===== src/rtl/qiq_pkg.sv =====
package qiq_pkg;
  // Source chosen by one issue register for the coming cycle.
  typedef enum logic [1:0] {
    SRC_KEEP   = 2'd0,
    SRC_ONDECK = 2'd1,
    SRC_NEXT   = 2'd2
  } slot_src_e;
endpackage


===== src/rtl/qiq_buffer.sv =====
module qiq_buffer #(
  parameter int W     = 128,
  parameter int DEPTH = 2
) (
  input  logic         clk,
  input  logic         rst,
  input  logic         flush,
  input  logic         push,
  input  logic [W-1:0] push_data,
  input  logic         pop,
  output logic [W-1:0] head_data,
  output logic         empty,
  output logic         full
);
  localparam int PW = (DEPTH > 1) ? $clog2(DEPTH) : 1;
  localparam int CW = $clog2(DEPTH + 1);

  logic [W-1:0]  mem [DEPTH];
  logic [PW-1:0] rd_ptr, wr_ptr;
  logic [CW-1:0] count;

  function automatic logic [PW-1:0] bump(input logic [PW-1:0] p);
    return (p == PW'(DEPTH - 1)) ? '0 : p + 1'b1;
  endfunction

  always_ff @(posedge clk) begin
    if (push) mem[wr_ptr] <= push_data;
  end

  always_ff @(posedge clk) begin
    if (rst || flush) begin
      rd_ptr <= '0;
      wr_ptr <= '0;
      count  <= '0;
    end else begin
      if (push) wr_ptr <= bump(wr_ptr);
      if (pop)  rd_ptr <= bump(rd_ptr);
      if (push && !pop)      count <= count + 1'b1;
      else if (pop && !push) count <= count - 1'b1;
    end
  end

  assign head_data = mem[rd_ptr];
  assign empty     = (count == '0);
  assign full      = (count == CW'(DEPTH));

  // no write into a full FIFO, no read from an empty one
  a_r5_no_overflow: assert property (@(posedge clk) disable iff (rst)
    (full && !flush) |-> !push);
  a_r5_no_underflow: assert property (@(posedge clk) disable iff (rst)
    empty |-> !pop);
endmodule


===== src/rtl/qiq_stage.sv =====
module qiq_stage
  import qiq_pkg::*;
#(
  parameter int IW    = 32,
  parameter int LANES = 4,
  localparam int LW   = $clog2(LANES),
  localparam int CW   = $clog2(LANES + 1)
) (
  input  logic                clk,
  input  logic                rst,
  input  logic                flush,
  input  logic [CW-1:0]       deq_cnt,
  input  logic                nxt_avail,
  input  logic [LANES*IW-1:0] nxt_data,
  output logic                nxt_take,
  output logic [LANES-1:0]    slot_v,
  output logic [LANES*IW-1:0] slot_d,
  output logic [LW-1:0]       head
);
  logic [IW-1:0]    slot_q [LANES];
  logic [IW-1:0]    odk_q  [LANES];
  logic [LANES-1:0] odk_v;
  logic [LANES-1:0] keep, from_odk, from_nxt;
  slot_src_e        src [LANES];
  logic             advance;

  for (genvar k = 0; k < LANES; k++) begin : g_lane
    logic [LW-1:0] rel;
    assign rel         = LW'(k) - head;
    assign keep[k]     = slot_v[k] && (CW'(rel) >= deq_cnt);
    assign from_odk[k] = !keep[k] && odk_v[k];
    assign from_nxt[k] = !keep[k] && !odk_v[k] && nxt_avail;
    assign src[k]      = keep[k]     ? SRC_KEEP   :
                         from_odk[k] ? SRC_ONDECK :
                         from_nxt[k] ? SRC_NEXT   : SRC_KEEP;
    assign slot_d[k*IW +: IW] = slot_q[k];
  end

  // Load staging when it was already empty (deferred reload) or when
  // wrapped lanes draw on the next quadword in this cycle.
  assign advance  = nxt_avail && ((odk_v == '0) || (from_nxt != '0));
  assign nxt_take = advance && !flush;

  always_ff @(posedge clk) begin
    for (int k = 0; k < LANES; k++) begin
      case (src[k])
        SRC_ONDECK: slot_q[k] <= odk_q[k];
        SRC_NEXT:   slot_q[k] <= nxt_data[k*IW +: IW];
        default:    slot_q[k] <= slot_q[k];
      endcase
      if (advance) odk_q[k] <= nxt_data[k*IW +: IW];
    end
  end

  always_ff @(posedge clk) begin
    if (rst || flush) begin
      slot_v <= '0;
      odk_v  <= '0;
      head   <= '0;
    end else begin
      slot_v <= keep | from_odk | from_nxt;
      head   <= head + deq_cnt[LW-1:0];
      odk_v  <= advance ? ~from_nxt : (odk_v & ~from_odk);
    end
  end

  // one flush cycle empties issue registers and staging
  a_r8_flush_clears: assert property (@(posedge clk) disable iff (rst)
    flush |=> (slot_v == '0) && (odk_v == '0));
  // staging never holds lanes while issue registers have a hole
  a_r9_staging_behind: assert property (@(posedge clk) disable iff (rst)
    (odk_v != '0) |-> (slot_v == '1));
endmodule


===== src/rtl/qiq_rotate.sv =====
module qiq_rotate #(
  parameter int IW    = 32,
  parameter int LANES = 4,
  localparam int LW   = $clog2(LANES)
) (
  input  logic [LW-1:0]       head,
  input  logic [LANES-1:0]    slot_v,
  input  logic [LANES*IW-1:0] slot_d,
  output logic [LANES-1:0]    out_v,
  output logic [LANES*IW-1:0] out_d
);
  for (genvar j = 0; j < LANES; j++) begin : g_out
    logic [LW-1:0] idx;
    assign idx                = head + LW'(j);
    assign out_v[j]           = slot_v[idx];
    assign out_d[j*IW +: IW]  = slot_d[idx*IW +: IW];
  end
endmodule


===== src/rtl/quad_issue_queue.sv =====
module quad_issue_queue #(
  parameter int IW    = 32,
  parameter int LANES = 4,
  parameter int DEPTH = 2,
  localparam int LW   = $clog2(LANES),
  localparam int CW   = $clog2(LANES + 1)
) (
  input  logic                clk,
  input  logic                rst,
  input  logic                flush,
  input  logic                fetch_valid,
  output logic                fetch_ready,
  input  logic [LANES*IW-1:0] fetch_quad,
  output logic [LANES-1:0]    out_valid,
  output logic [LANES*IW-1:0] out_instr,
  input  logic [CW-1:0]       deq_cnt
);
  localparam int QW = LANES * IW;

  logic          fire, buf_empty, buf_full, nxt_avail, nxt_take;
  logic [QW-1:0] buf_head, nxt_data, slot_d;
  logic [LANES-1:0] slot_v;
  logic [LW-1:0] head;

  assign fetch_ready = !buf_full;
  assign fire        = fetch_valid && fetch_ready && !flush;
  assign nxt_avail   = !buf_empty || fire;
  assign nxt_data    = buf_empty ? fetch_quad : buf_head;

  qiq_buffer #(.W(QW), .DEPTH(DEPTH)) u_buf (
    .clk       (clk),
    .rst       (rst),
    .flush     (flush),
    .push      (fire && !(buf_empty && nxt_take)),
    .push_data (fetch_quad),
    .pop       (nxt_take && !buf_empty),
    .head_data (buf_head),
    .empty     (buf_empty),
    .full      (buf_full)
  );

  qiq_stage #(.IW(IW), .LANES(LANES)) u_stage (
    .clk       (clk),
    .rst       (rst),
    .flush     (flush),
    .deq_cnt   (deq_cnt),
    .nxt_avail (nxt_avail),
    .nxt_data  (nxt_data),
    .nxt_take  (nxt_take),
    .slot_v    (slot_v),
    .slot_d    (slot_d),
    .head      (head)
  );

  qiq_rotate #(.IW(IW), .LANES(LANES)) u_rot (
    .head   (head),
    .slot_v (slot_v),
    .slot_d (slot_d),
    .out_v  (out_valid),
    .out_d  (out_instr)
  );

  // empty and ready right after reset
  a_r1_reset_empty: assert property (@(posedge clk)
    $fell(rst) |-> (out_valid == '0) && fetch_ready);
  // valid slots form a thermometer from slot 0
  a_r2_contiguous: assert property (@(posedge clk) disable iff (rst)
    (out_valid & (out_valid + 1'b1)) == '0);
  // the issue logic never takes more than is presented
  a_r3_deq_legal: assert property (@(posedge clk) disable iff (rst)
    !flush |-> (int'(deq_cnt) <= $countones(out_valid)));
  // the instruction behind the issued ones moves to slot 0
  for (genvar n = 1; n < LANES; n++) begin : g_shift
    a_r3_shift: assert property (@(posedge clk) disable iff (rst)
      (int'(deq_cnt) == n && out_valid[n] && !flush) |=>
        out_valid[0] && (out_instr[IW-1:0] == $past(out_instr[n*IW +: IW])));
  end
  // nothing issued, oldest slot unchanged
  a_r4_hold: assert property (@(posedge clk) disable iff (rst)
    (deq_cnt == '0 && out_valid[0] && !flush) |=>
      out_valid[0] && $stable(out_instr[IW-1:0]));
endmodule


===== config.mk =====
export PLATFORM = sky130hd
export DESIGN_NAME = quad_issue_queue
export DESIGN_NICKNAME = d
export VERILOG_FILES = /design/src/rtl/qiq_pkg.sv /design/src/rtl/qiq_buffer.sv /design/src/rtl/qiq_stage.sv /design/src/rtl/qiq_rotate.sv /design/src/rtl/quad_issue_queue.sv
export SDC_FILE = /design/constraint.sdc
export NUM_CORES = 1
export LEC_CHECK = 0
export ABC_AREA = 1
export BUFFER_PORTS_ARGS = -buffer_cell sky130_fd_sc_hd__clkbuf_2
export CELL_PAD_IN_SITES_DETAIL_PLACEMENT = 0
export CELL_PAD_IN_SITES_GLOBAL_PLACEMENT = 1
export CORE_AREA = 2 2 256 258
export DETAILED_ROUTE_END_ITERATION = 8
export DIE_AREA = 0 0 258 260
export GPL_TIMING_DRIVEN = 0
export HOLD_SLACK_MARGIN = 0.06
export PLACE_DENSITY_LB_ADDON = 0.1
export SETUP_SLACK_MARGIN = 0.2
export SLEW_MARGIN = 20
export SYNTH_ARGS = -nofsm -noshare
export SYNTH_HDL_FRONTEND = slang
export SYNTH_HIERARCHICAL = 1
export SYNTH_SLANG_ARGS = --single-unit

===== constraint.sdc =====
create_clock -name clk -period 8.85 [get_ports clk]
set_clock_uncertainty 0.05 [all_clocks]
set_input_delay 0.885 -clock clk [delete_from_list [all_inputs] [get_ports clk]]
set_output_delay 0.885 -clock clk [all_outputs]
set_load 0.05 [all_outputs]

==> out/results.txt, run 1 <==
Setup-failing EPs final: 0
Reg2Reg Setup Slack: 5.07 ns
Cts repair resizes: 0
Synthesized cell area: 25500 um2
Clk sinks: 527
Vias/cell: 4.88
Max-cap violations: 0
Max Root-Sink Buffers: 3
Global-route wire length before repair: 110000 um
Pre-antenna DRT Iters: 6
Fin util: 47.0%
Cells along the critical path: nor2_1 > buf_6 > buf_6 > buf_6 > nand2_1 > nand3_1 > nand2_1 > nand2_1 > nor2_1 > nand2_1 > inv_1 > nor2_1 > inv_1 > nor2_4 > buf_16 > buf_12 > buf_16
Crit. End Element: flip-flop
Vias in the first global route: 16900
Synth warnings: 6
Die Width: 258 um
Largest net degree at the start of global routing: 80
DRC Markers: 0
CORE AREA: 64100 um2
Worst path depth: 17
Syn_nets: 2421
Crit-path max FO: 22
Latest clock arrival within the worst-skew pair: 0.62 ns
Critical Path RT: 9.13 ns
Post-Synthesis Cells: 2276
Final cycle utilization of the critical path: 42.7%
#FFs+latches synth: 527
HP Class: in -> reg
CTS tree: built
Run status: complete, no violations
Fin. max-slew vios: 0
GR Overflow Total: 0
DP HPWL: 56100 um
Nets: 2760
Reg-to-Reg Start: u_buf/count[0]
Total length of routed wires: 75300 um
Final hold vios: 0
Initial Utilization: 39.7%
CP delay by family, top: simple AND/OR/NAND/NOR gates
Relative slew slack: 48.6%
Static Leak: 13.2 nW
Vias: 17200
Clk slew on worst S/H paths: 0.06 ns
Layout cells sized above 1: 29.9%
Die Height: 260 um
Worst Tran Pin Value: 0.769 ns
Commonest non-fill, non-tap cell in the layout: nand2_1
Minimum clock period after layout: 3.78 ns
# IOs: 268
Iter 0 DRT Violations: 1540
Worst stage delay on the critical path: 0.42 ns
FF-to-FF path depth: 17
Total power: 0.00688 W
Worst EP arrival: 4.05 ns
Min-delay src: fetch_quad[45]
CTS Root Cell: clkbuf_16
Critical path's slowest cell: nor2_4
Routability cong.: 0.878
P&R area growth vs syn: 18.3%
Worst R2R End: u_buf/mem[0][32]
F_max: 265 MHz
Commonest non-fill, non-tap cells in the layout: nand2_1 (766), edfxtp_1 (512), inv_1 (287)
PwrDens: 228 nW/um2
CTS buffer count: 59
Register area share after synthesis: 61.5%
Yosys cell types: 30
Post-synth top area share: 60.3%
Maximum vdd ir drop: 158 uV
Synth top area cells: edfxtp_1 (60%), nand2_1 (11%), mux2_2 (9.7%)
Final ANT Viol Nets: 0
Largest area contributor in the netlist: edfxtp_1
Postcts setup bufs: 0
CP Capture Point: u_buf/mem[0][32]
Mapped Avg Cell Area: 11.2 um2
IO buf count: 267
Cell repeated most along the worst path: nand2_1
Initial antenna violation count: 1
CP Launch Point: u_buf/count[0]
Total GRT Usage: 22.3%
RSZ-0062 raised after global routing: false
Die area: 67100 um2
Number of H-tree levels: 2
Crit Path Category: reg -> reg
Setup crit start kind: flip-flop
Hold buffers post-CTS: 0
Avg WL per Cell: 21.4 um
CP Buf/Inv Count: 8
Row count: 93
## cell families after synthesis
group | synth area share, %
compound gates | 3.56
xor+xnor | 0.0688
fa+ha+maj | 0.491
buf+inv | 7.96
flops | 61.5
mux | 11.7
simple gates | 14.7
## per-layer routing
metal  wire length [um]  global-route usage [%]  up-vias  part of all wire, %
met4               1430                    5.09        0                  1.9
met5                  0                       0        -                    0
met1              34300                    31.4     8298                   46
li1                   -                       -     8271                    -
met2              34900                    35.9      527                   46
met3               4640                    4.12       78                  6.2
## final cells by class
| type | instances | area (um2) |
|---|---|---|
| Buffer | 116 | 917 |
| Fill cell | 5908 | 34000 |
| Timing Repair Buffer | 278 | 1620 |
| Sequential cell | 527 | 15700 |
| Clock buffer | 71 | 1540 |
| Tap cell | 855 | 1070 |
| Multi-Input combinational cell | 1338 | 7790 |
| Clock inverter | 39 | 389 |
| Antenna cell | 1 | 2.50 |
| Inverter | 295 | 1120 |
## cells in the mapped netlist
library cell,instances
buf_6,31
inv_2,2
or2_2,3
buf_12,3
nand2_8,1
nand4_1,2
inv_1,292
ha_1,10
nand3_1,138
mux2_2,220
edfxtp_1,512
xnor2_1,1
clkbuf_8,8
clkbuf_1,12
xor2_1,1
a21oi_1,8
nor2_1,15
o21ai_0,48
buf_2,45
inv_4,1
buf_4,17
o21ai_1,20
nor3_1,3
dfxtp_1,15
mux2_1,7
nand3b_4,1
mux2_4,29
nand2_2,4
nand2_1,767
o21ai_2,60
## power breakdown
group | switching (W) | leakage [nW] | internal (W)
clock | 0.00102 | 0.944 | 0.00144
combinational | 0.000985 | 7.33 | 0.000372
sequential | 0.0000913 | 4.90 | 0.00296
total | 0.00210 | 13.2 | 0.00478
## how the worst min path moves through the flow
stage | end | cells after the start
detailed placement | u_buf/count[1] | 2
floorplan | u_buf/count[1] | 2
global placement | u_buf/count[1] | 2
CTS | u_buf/mem[1][41] | 1
global route | u_buf/mem[0][96] | 1
finish | u_buf/mem[0][45] | 1
## per-stage QoR
stage | hold slack (ns) | setup TNS, ns | worst slack, ns | std cells | area (um2)
after floorplan | 0.401 | 0 | 0.570 | 2276 | 25500
after global routing | 0.391 | 0 | 4.82 | 3520 | 30100
after detailed placement | 0.424 | 0 | 4.51 | 3409 | 28200
after CTS | 0.384 | 0 | 5.03 | 3519 | 30100
final | 0.419 | 0 | 5.07 | 3520 | 30100
after global placement | 0.414 | -503.49 | -3.97 | 3398 | 27900
## flip-flops by register name, indices dropped and copies added, names as in the netlist, named ones only
signal	flops
u_stage/odk_q	128
u_stage/odk_v	4
u_buf/count	2
u_stage/slot_v	4
u_stage/slot_q	128
u_buf/mem	256
u_stage/head	2
u_buf/rd_ptr	1
u_buf/wr_ptr	1
Note: power is estimated with default switching activity, not from simulation.
==> inputs of run 2 (changes only) <==
==> constraint.sdc (replaced) <==
create_clock -name clk -period 3.11 [get_ports clk]
set_clock_uncertainty 0.05 [all_clocks]
set_input_delay 0.311 -clock clk [delete_from_list [all_inputs] [get_ports clk]]
set_output_delay 0.311 -clock clk [all_outputs]
set_load 0.05 [all_outputs]
==> out/results.txt, run 2 (synthesis results as in run 1) <==
P&R area growth vs syn: 27.3% (was 18.3%)
CTS tree: built (unchanged)
GR Overflow Total: 0 (unchanged)
Antenna cells: 0 (was 1)
Max-cap violations: 0 (unchanged)
Vias/cell: 4.90 (was 4.88)
Routability cong.: 0.864 (was 0.878)
Global-route wire length before repair: 114000 um (was 110000 um)
Layout cells sized above 1: 31.1% (was 29.9%)
IO buf count: 267 (unchanged)
Relative slew slack: 48.7% (was 48.6%)
HP Class: in -> reg (unchanged)
Commonest non-fill, non-tap cells in the layout: nand2_1 (758), edfxtp_1 (512), inv_1 (283) (was nand2_1 (766), edfxtp_1 (512), inv_1 (287))
Row count: 93 (unchanged)
Run status: complete, no violations (unchanged)
Die Width: 258 um (unchanged)
Comb pwr share: 21.8% (was 19.7%)
Clock share of power: 33.4% (was 35.9%)
Crit-path max FO: 13 (was 22)
Flop pwr share: 44.9% (was 44.4%)
Critical path's slowest cell: dfxtp_4 (was nor2_4)
Internal power: 0.0133 W (was 0.00478 W)
Clk slew on worst S/H paths: 0.06 ns (about the same)
Total GRT Usage: 23.0% (was 22.3%)
Total length of routed wires: 79800 um (was 75300 um)
Worst EP arrival: 3.15 ns (was 4.05 ns)
Critical Path RT: 3.39 ns (was 9.13 ns)
Worst Tran Pin Value: 0.768 ns (was 0.769 ns)
PwrDens: 596 nW/um2 (was 228 nW/um2)
Vias in the first global route: 17700 (was 16900)
Final ANT Viol Nets: 0 (unchanged)
Minimum clock period after layout: 2.87 ns (was 3.78 ns)
Initial Utilization: 39.7% (unchanged)
Fin. max-slew vios: 0 (unchanged)
CTS Root Cell: clkbuf_16 (unchanged)
Worst stage delay on the critical path: 0.36 ns (was 0.42 ns)
Crit. End Element: flip-flop (unchanged)
RSZ-0062 raised after global routing: true (was false)
Cell repeated most along the worst path: nand2_1 (unchanged)
Maximum vdd ir drop: 414 uV (was 158 uV)
Nets: 2966 (was 2760)
Avg WL per Cell: 21.4 um (about the same)
DRC Markers: 0 (unchanged)
Max reg flops: 256 (unchanged)
Crit Path Category: reg -> reg (unchanged)
Cells along the critical path: xor2_2 > ha_1 > nand2_1 > nand2_2 > nand2_2 > nand2_2 > nand2_1 > nor2_1 > nand2_1 > nand2_4 > nor2_2 > nand2_1 > inv_2 > nor2_4 > inv_2 > nor2_4 > buf_6 > buf_12 > buf_16 > clkbuf_16 (was nor2_1 > buf_6 > buf_6 > buf_6 > nand2_1 > nand3_1 > nand2_1 > nand2_1 > nor2_1 > nand2_1 > inv_1 > nor2_1 > inv_1 > nor2_4 > buf_16 > buf_12 > buf_16)
F_max: 349 MHz (was 265 MHz)
Setup TNS: 0 ns (unchanged)
# IOs: 268 (unchanged)
Final hold vios: 0 (unchanged)
CP delay by family, top: simple AND/OR/NAND/NOR gates (unchanged)
Pre-CTS setup slack: -0.504 ns (was 4.51 ns)
Static Leak: 14.2 nW (was 13.2 nW)
Net Sw Frac: 31.1% (was 30.5%)
Die area: 67100 um2 (unchanged)
Number of H-tree levels: 2 (unchanged)
CORE AREA: 64100 um2 (unchanged)
Setup crit start kind: flip-flop (unchanged)
Final cycle utilization of the critical path: 92.2% (was 42.7%)
Die Height: 260 um (unchanged)
Commonest non-fill, non-tap cell in the layout: nand2_1 (unchanged)
Clk sinks: 527 (unchanged)
Top reg by flops: u_buf/mem (unchanged)
Iter 0 DRT Violations: 1342 (was 1540)
Largest net degree at the start of global routing: 34 (was 80)
Vias: 18300 (was 17200)
CP Buf/Inv Count: 6 (was 8)
Top flop regs: u_buf/mem: 256 flops, u_stage/odk_q: 128 flops, u_stage/slot_q: 128 flops (unchanged)
Initial antenna violation count: 0 (was 1)
Setup-failing EPs final: 0 (unchanged)
Switching Power: 0.00601 W (was 0.00210 W)
CTS buffer count: 58 (was 59)
Setup WS post-layout: 0.244 ns (was 5.07 ns)
Latest clock arrival within the worst-skew pair: 0.63 ns (was 0.62 ns)
Max Root-Sink Buffers: 3 (unchanged)
DP HPWL: 56400 um (was 56100 um)
Pre-antenna DRT Iters: 6 (unchanged)
[run 2: path summary, 6_finish.rpt]
| path | slack, ns | from | cells after the start | to |
|---|---|---|---|---|
| worst max-delay path | 0.24 | u_stage/head[1] | 20 | u_buf/mem[0][50] |
| worst min-delay path | 0.18 | deq_cnt[0] | 4 | u_stage/head[1] |
| worst max register to register | 0.24 | u_stage/head[1] | 20 | u_buf/mem[0][50] |
| worst min register to register | 0.45 | u_buf/count[1] | 2 | u_buf/count[1] |
[run 2: worst register-to-register path, delay by kind of cell, from the launching register on]
kind	cells	cell delay, ns
simple gates	12	1.01
flops	1	0.36
fa+ha+maj	1	0.28
xor+xnor	1	0.18
buf+inv	6	0.70
[run 2: layer usage]
layer  up-vias  global-route usage (%)  routed length (um)
met2       546                    37.9               37700
met1      8907                    32.1               35900
met3        86                    3.25                4330
met4         0                    5.52                1860
li1       8712                       -                   -
met5         -                       0                   0
[run 2: final cells by class]
class,count,area [um2]
clock inverter,39,262
timing repair buffer,485,3990
buffer,116,956
inverter,295,1120
clock buffer,69,1490
tap,855,1070
sequential,527,15700
fill,5781,31700
multi-input combinational,1338,7870
[run 2: what timing repair did]
action / CTS / global route
cloned: 6 / 12
setup endpoints to repair: 399 / 321
hold buffers: 132 / 0
setup buffers: 18 / 33
hold endpoints to repair: 368 / 0
resized for setup: 16 / 43
pin swaps: 1 / 11
[run 2: power groups by stage]
stage / clock network (W) / registers, W / logic [W]
3_5_place_dp: 0 / 0.00883 / 0.00389
3_3_place_gp: 0 / 0.00886 / 0.00379
4_1_cts: 0.00661 / 0.00868 / 0.00412
5_1_grt: 0.00687 / 0.00871 / 0.00449
2_1_floorplan: 0 / 0.00869 / 0.00263
6_report: 0.00645 / 0.00867 / 0.00421
[run 2: through the flow]
stage / std cells / power (W) / hold slack (ns) / utilization (%) / cell area [um2]
6_report: 3724 / 0.0193 / 0.184 / 50.6 / 32400
5_1_grt: 3724 / 0.0201 / 0.199 / 50.6 / 32400
4_1_cts: 3679 / 0.0194 / 0.161 / 49.6 / 31800
3_5_place_dp: 3415 / 0.0127 / 0.438 / 44.2 / 28300
3_3_place_gp: 3398 / 0.0126 / 0.412 / 43.6 / 27900
2_1_floorplan: 2276 / 0.0113 / 0.325 / - / 25500
==> inputs of run 3 (changes only) <==
--- a/config.mk
+++ b/config.mk
@@ -21,3 +21,4 @@
 export SYNTH_HDL_FRONTEND = slang
 export SYNTH_HIERARCHICAL = 1
 export SYNTH_SLANG_ARGS = --single-unit
+export TNS_END_PERCENT = 50
==> constraint.sdc (replaced) <==
create_clock -name clk -period 3.05 [get_ports clk]
set_clock_uncertainty 0.05 [all_clocks]
set_input_delay 0.305 -clock clk [delete_from_list [all_inputs] [get_ports clk]]
set_output_delay 0.305 -clock clk [all_outputs]
set_load 0.05 [all_outputs]
==> out/results.txt, run 3 (synthesis results as in run 1) <==
Iter 0 DRT Violations: 1484 (was 1342)
DP HPWL: 55800 um (was 56400 um)
Reg-to-Reg Start: u_stage/head[1] (unchanged)
Cell repeated most along the worst path: nand2_2 (was nand2_1)
Crit Path Category: reg -> reg (unchanged)
Final cycle utilization of the critical path: 97.0% (was 92.2%)
Setup TNS: 0 ns (unchanged)
Antenna cells: 0 (unchanged)
P&R area growth vs syn: 29.4% (was 27.3%)
Top flop regs: u_buf/mem: 256 flops, u_stage/odk_q: 128 flops, u_stage/slot_q: 128 flops (unchanged)
CP Buf/Inv Count: 8 (was 6)
DRC Markers: 0 (unchanged)
Initial Utilization: 39.7% (unchanged)
Top sig layer: met4 (unchanged)
Minimum clock period after layout: 2.96 ns (was 2.87 ns)
Met1 wire length: 36000 um (was 35900 um)
Hold Path Stages: 4 (unchanged)
FF-to-FF path depth: 22 (was 20)
CP delay by family, top: simple AND/OR/NAND/NOR gates (unchanged)
Met2 WL post-DR: 36600 um (was 37700 um)
Max reg flops: 256 (unchanged)
F_max: 338 MHz (was 349 MHz)
Hold WS: 0.217 ns (was 0.184 ns)
Nets: 2971 (was 2966)
Total power: 0.0204 W (was 0.0193 W)
Setup-failing EPs final: 0 (unchanged)
# IOs: 268 (unchanged)
Maximum vdd ir drop: 440 uV (was 414 uV)
Run status: complete, no violations (unchanged)
Clk slew on worst S/H paths: 0.06 ns (about the same)
Vias: 18100 (was 18300)
Crit. End Element: flip-flop (unchanged)
Clk sinks: 527 (unchanged)
Total GRT Usage: 22.9% (was 23.0%)
HP Class: in -> reg (unchanged)
CTS tree: built (unchanged)
CTS buffer count: 57 (was 58)
IO buf count: 267 (unchanged)
Worst path depth: 22 (was 20)
Static Leak: 14.4 nW (was 14.2 nW)
Max-cap violations: 0 (unchanged)
Routability cong.: 0.891 (was 0.864)
Critical path's slowest cell: dfxtp_4 (unchanged)
PwrDens: 620 nW/um2 (was 596 nW/um2)
CORE AREA: 64100 um2 (unchanged)
DP Area: 28300 um2 (about the same)
Relative slew slack: 48.5% (was 48.7%)
Initial antenna violation count: 1 (was 0)
Number of H-tree levels: 2 (unchanged)
Met3 WL post-DR: 4250 um (was 4330 um)
Cells along the critical path: xor2_2 > ha_1 > nand2_1 > nand2_2 > nand2_2 > nand2_2 > nand2_2 > nor2_2 > nand2_2 > nand2_4 > nor2_4 > nand2_2 > inv_2 > nor2_4 > inv_2 > nor2_4 > buf_12 > buf_16 > buf_16 > buf_16 > buf_12 > buf_16 (was xor2_2 > ha_1 > nand2_1 > nand2_2 > nand2_2 > nand2_2 > nand2_1 > nor2_1 > nand2_1 > nand2_4 > nor2_2 > nand2_1 > inv_2 > nor2_4 > inv_2 > nor2_4 > buf_6 > buf_12 > buf_16 > clkbuf_16)
Min-delay src: deq_cnt[0] (unchanged)
Die Height: 260 um (unchanged)
Top reg by flops: u_buf/mem (unchanged)
Die Width: 258 um (unchanged)
Commonest non-fill, non-tap cell in the layout: nand2_1 (unchanged)
Setup crit start kind: flip-flop (unchanged)
CTS Root Cell: clkbuf_16 (unchanged)
RSZ-0062 raised after global routing: true (unchanged)
Avg WL per Cell: 21.3 um (was 21.4 um)
Commonest non-fill, non-tap cells in the layout: nand2_1 (752), edfxtp_1 (512), inv_1 (283) (was nand2_1 (758), edfxtp_1 (512), inv_1 (283))
Total length of routed wires: 79400 um (was 79800 um)
Worst EP arrival: 3.23 ns (was 3.15 ns)
Vias/cell: 4.85 (was 4.90)
Non-Filler Instances: 3727 (was 3724)
Largest net degree at the start of global routing: 35 (was 34)
Inst Count DP: 3415 (unchanged)
Global-route wire length before repair: 112000 um (was 114000 um)
Critical Path RT: 3.32 ns (was 3.39 ns)
Row count: 93 (unchanged)
Worst Tran Pin Value: 0.769 ns (was 0.768 ns)
Hold Crit Endpoint: u_stage/head[1] (unchanged)
Pre-antenna DRT Iters: 5 (was 6)
GR Overflow Total: 0 (unchanged)
Worst R2R End: u_buf/mem[0][17] (was u_buf/mem[0][50])
Die area: 67100 um2 (unchanged)
Crit-path max FO: 6 (was 13)
Reg2Reg Setup Slack: 0.09 ns (was 0.24 ns)
Worst stage delay on the critical path: 0.36 ns (about the same)
Max Root-Sink Buffers: 3 (unchanged)
Final hold vios: 0 (unchanged)
Layout cells sized above 1: 31.9% (was 31.1%)
Final ANT Viol Nets: 0 (unchanged)
Latest clock arrival within the worst-skew pair: 0.61 ns (was 0.63 ns)
Final std cell area, no fill: 33000 um2 (was 32400 um2)
Fin. max-slew vios: 0 (unchanged)
Vias in the first global route: 17300 (was 17700)
## run 3: metrics by stage
| stage | utilization (%) | setup WS, ns |
|---|---|---|
| after floorplan | - | -0.973 |
| after global placement | 43.6 | -2.89 |
| after detailed placement | 44.1 | -0.811 |
| after CTS | 50.0 | 0.0757 |
| after global routing | 51.4 | -0.0662 |
| final | 51.4 | 0.0913 |
## run 3: worst reg2reg max path: cells and delay by family, from the launching register on
family        cells  cell delay, ns
xor+xnor          1            0.18
fa+ha+maj         1            0.28
buf+inv           8            0.84
flops             1            0.36
simple gates     12            0.97
## run 3: layer usage
metal	track usage, %	vias up
met4	7.50	0
met5	0	-
met3	3.35	97
li1	-	8703
met1	32.2	8730
met2	36.4	535
## run 3: what timing repair did
item / CTS / global route
gates cloned: 8 / 14
hold buffers: 132 / 0
pin swaps: 3 / 10
endpoints found under the hold margin: 378 / 0
buffers inserted: 22 / 31
endpoints found under the setup margin: 485 / 392
resized for setup: 25 / 156
## run 3: how the worst max path moves through the flow
stage                    start          endpoint  slack, ns
2_1_floorplan  u_stage/head[1]   u_buf/mem[0][0]      -0.97
3_3_place_gp    u_buf/count[0]  u_buf/mem[0][34]      -2.89
3_5_place_dp    u_buf/count[0]  u_buf/mem[0][34]      -0.81
4_1_cts        u_stage/head[1]     out_instr[93]       0.08
5_1_grt        u_stage/head[1]  u_buf/mem[0][34]      -0.07
6_report       u_stage/head[1]  u_buf/mem[0][17]       0.09
## run 3: power by group
group / internal (W) / switching [W]
sequential: 0.00859 / 0.000254
combinational: 0.00139 / 0.00296
clock: 0.00430 / 0.00294
## run 3: area by class of cell
cell class,count,area (um2)
Multi-Input combinational cell,1338,7890
Tap cell,855,1070
Buffer,116,992
Timing Repair Buffer,490,4250
Fill cell,5718,31200
Sequential cell,527,15700
Timing Repair inverter,1,7.51
Inverter,295,1120
Clock inverter,45,489
Clock buffer,60,1460
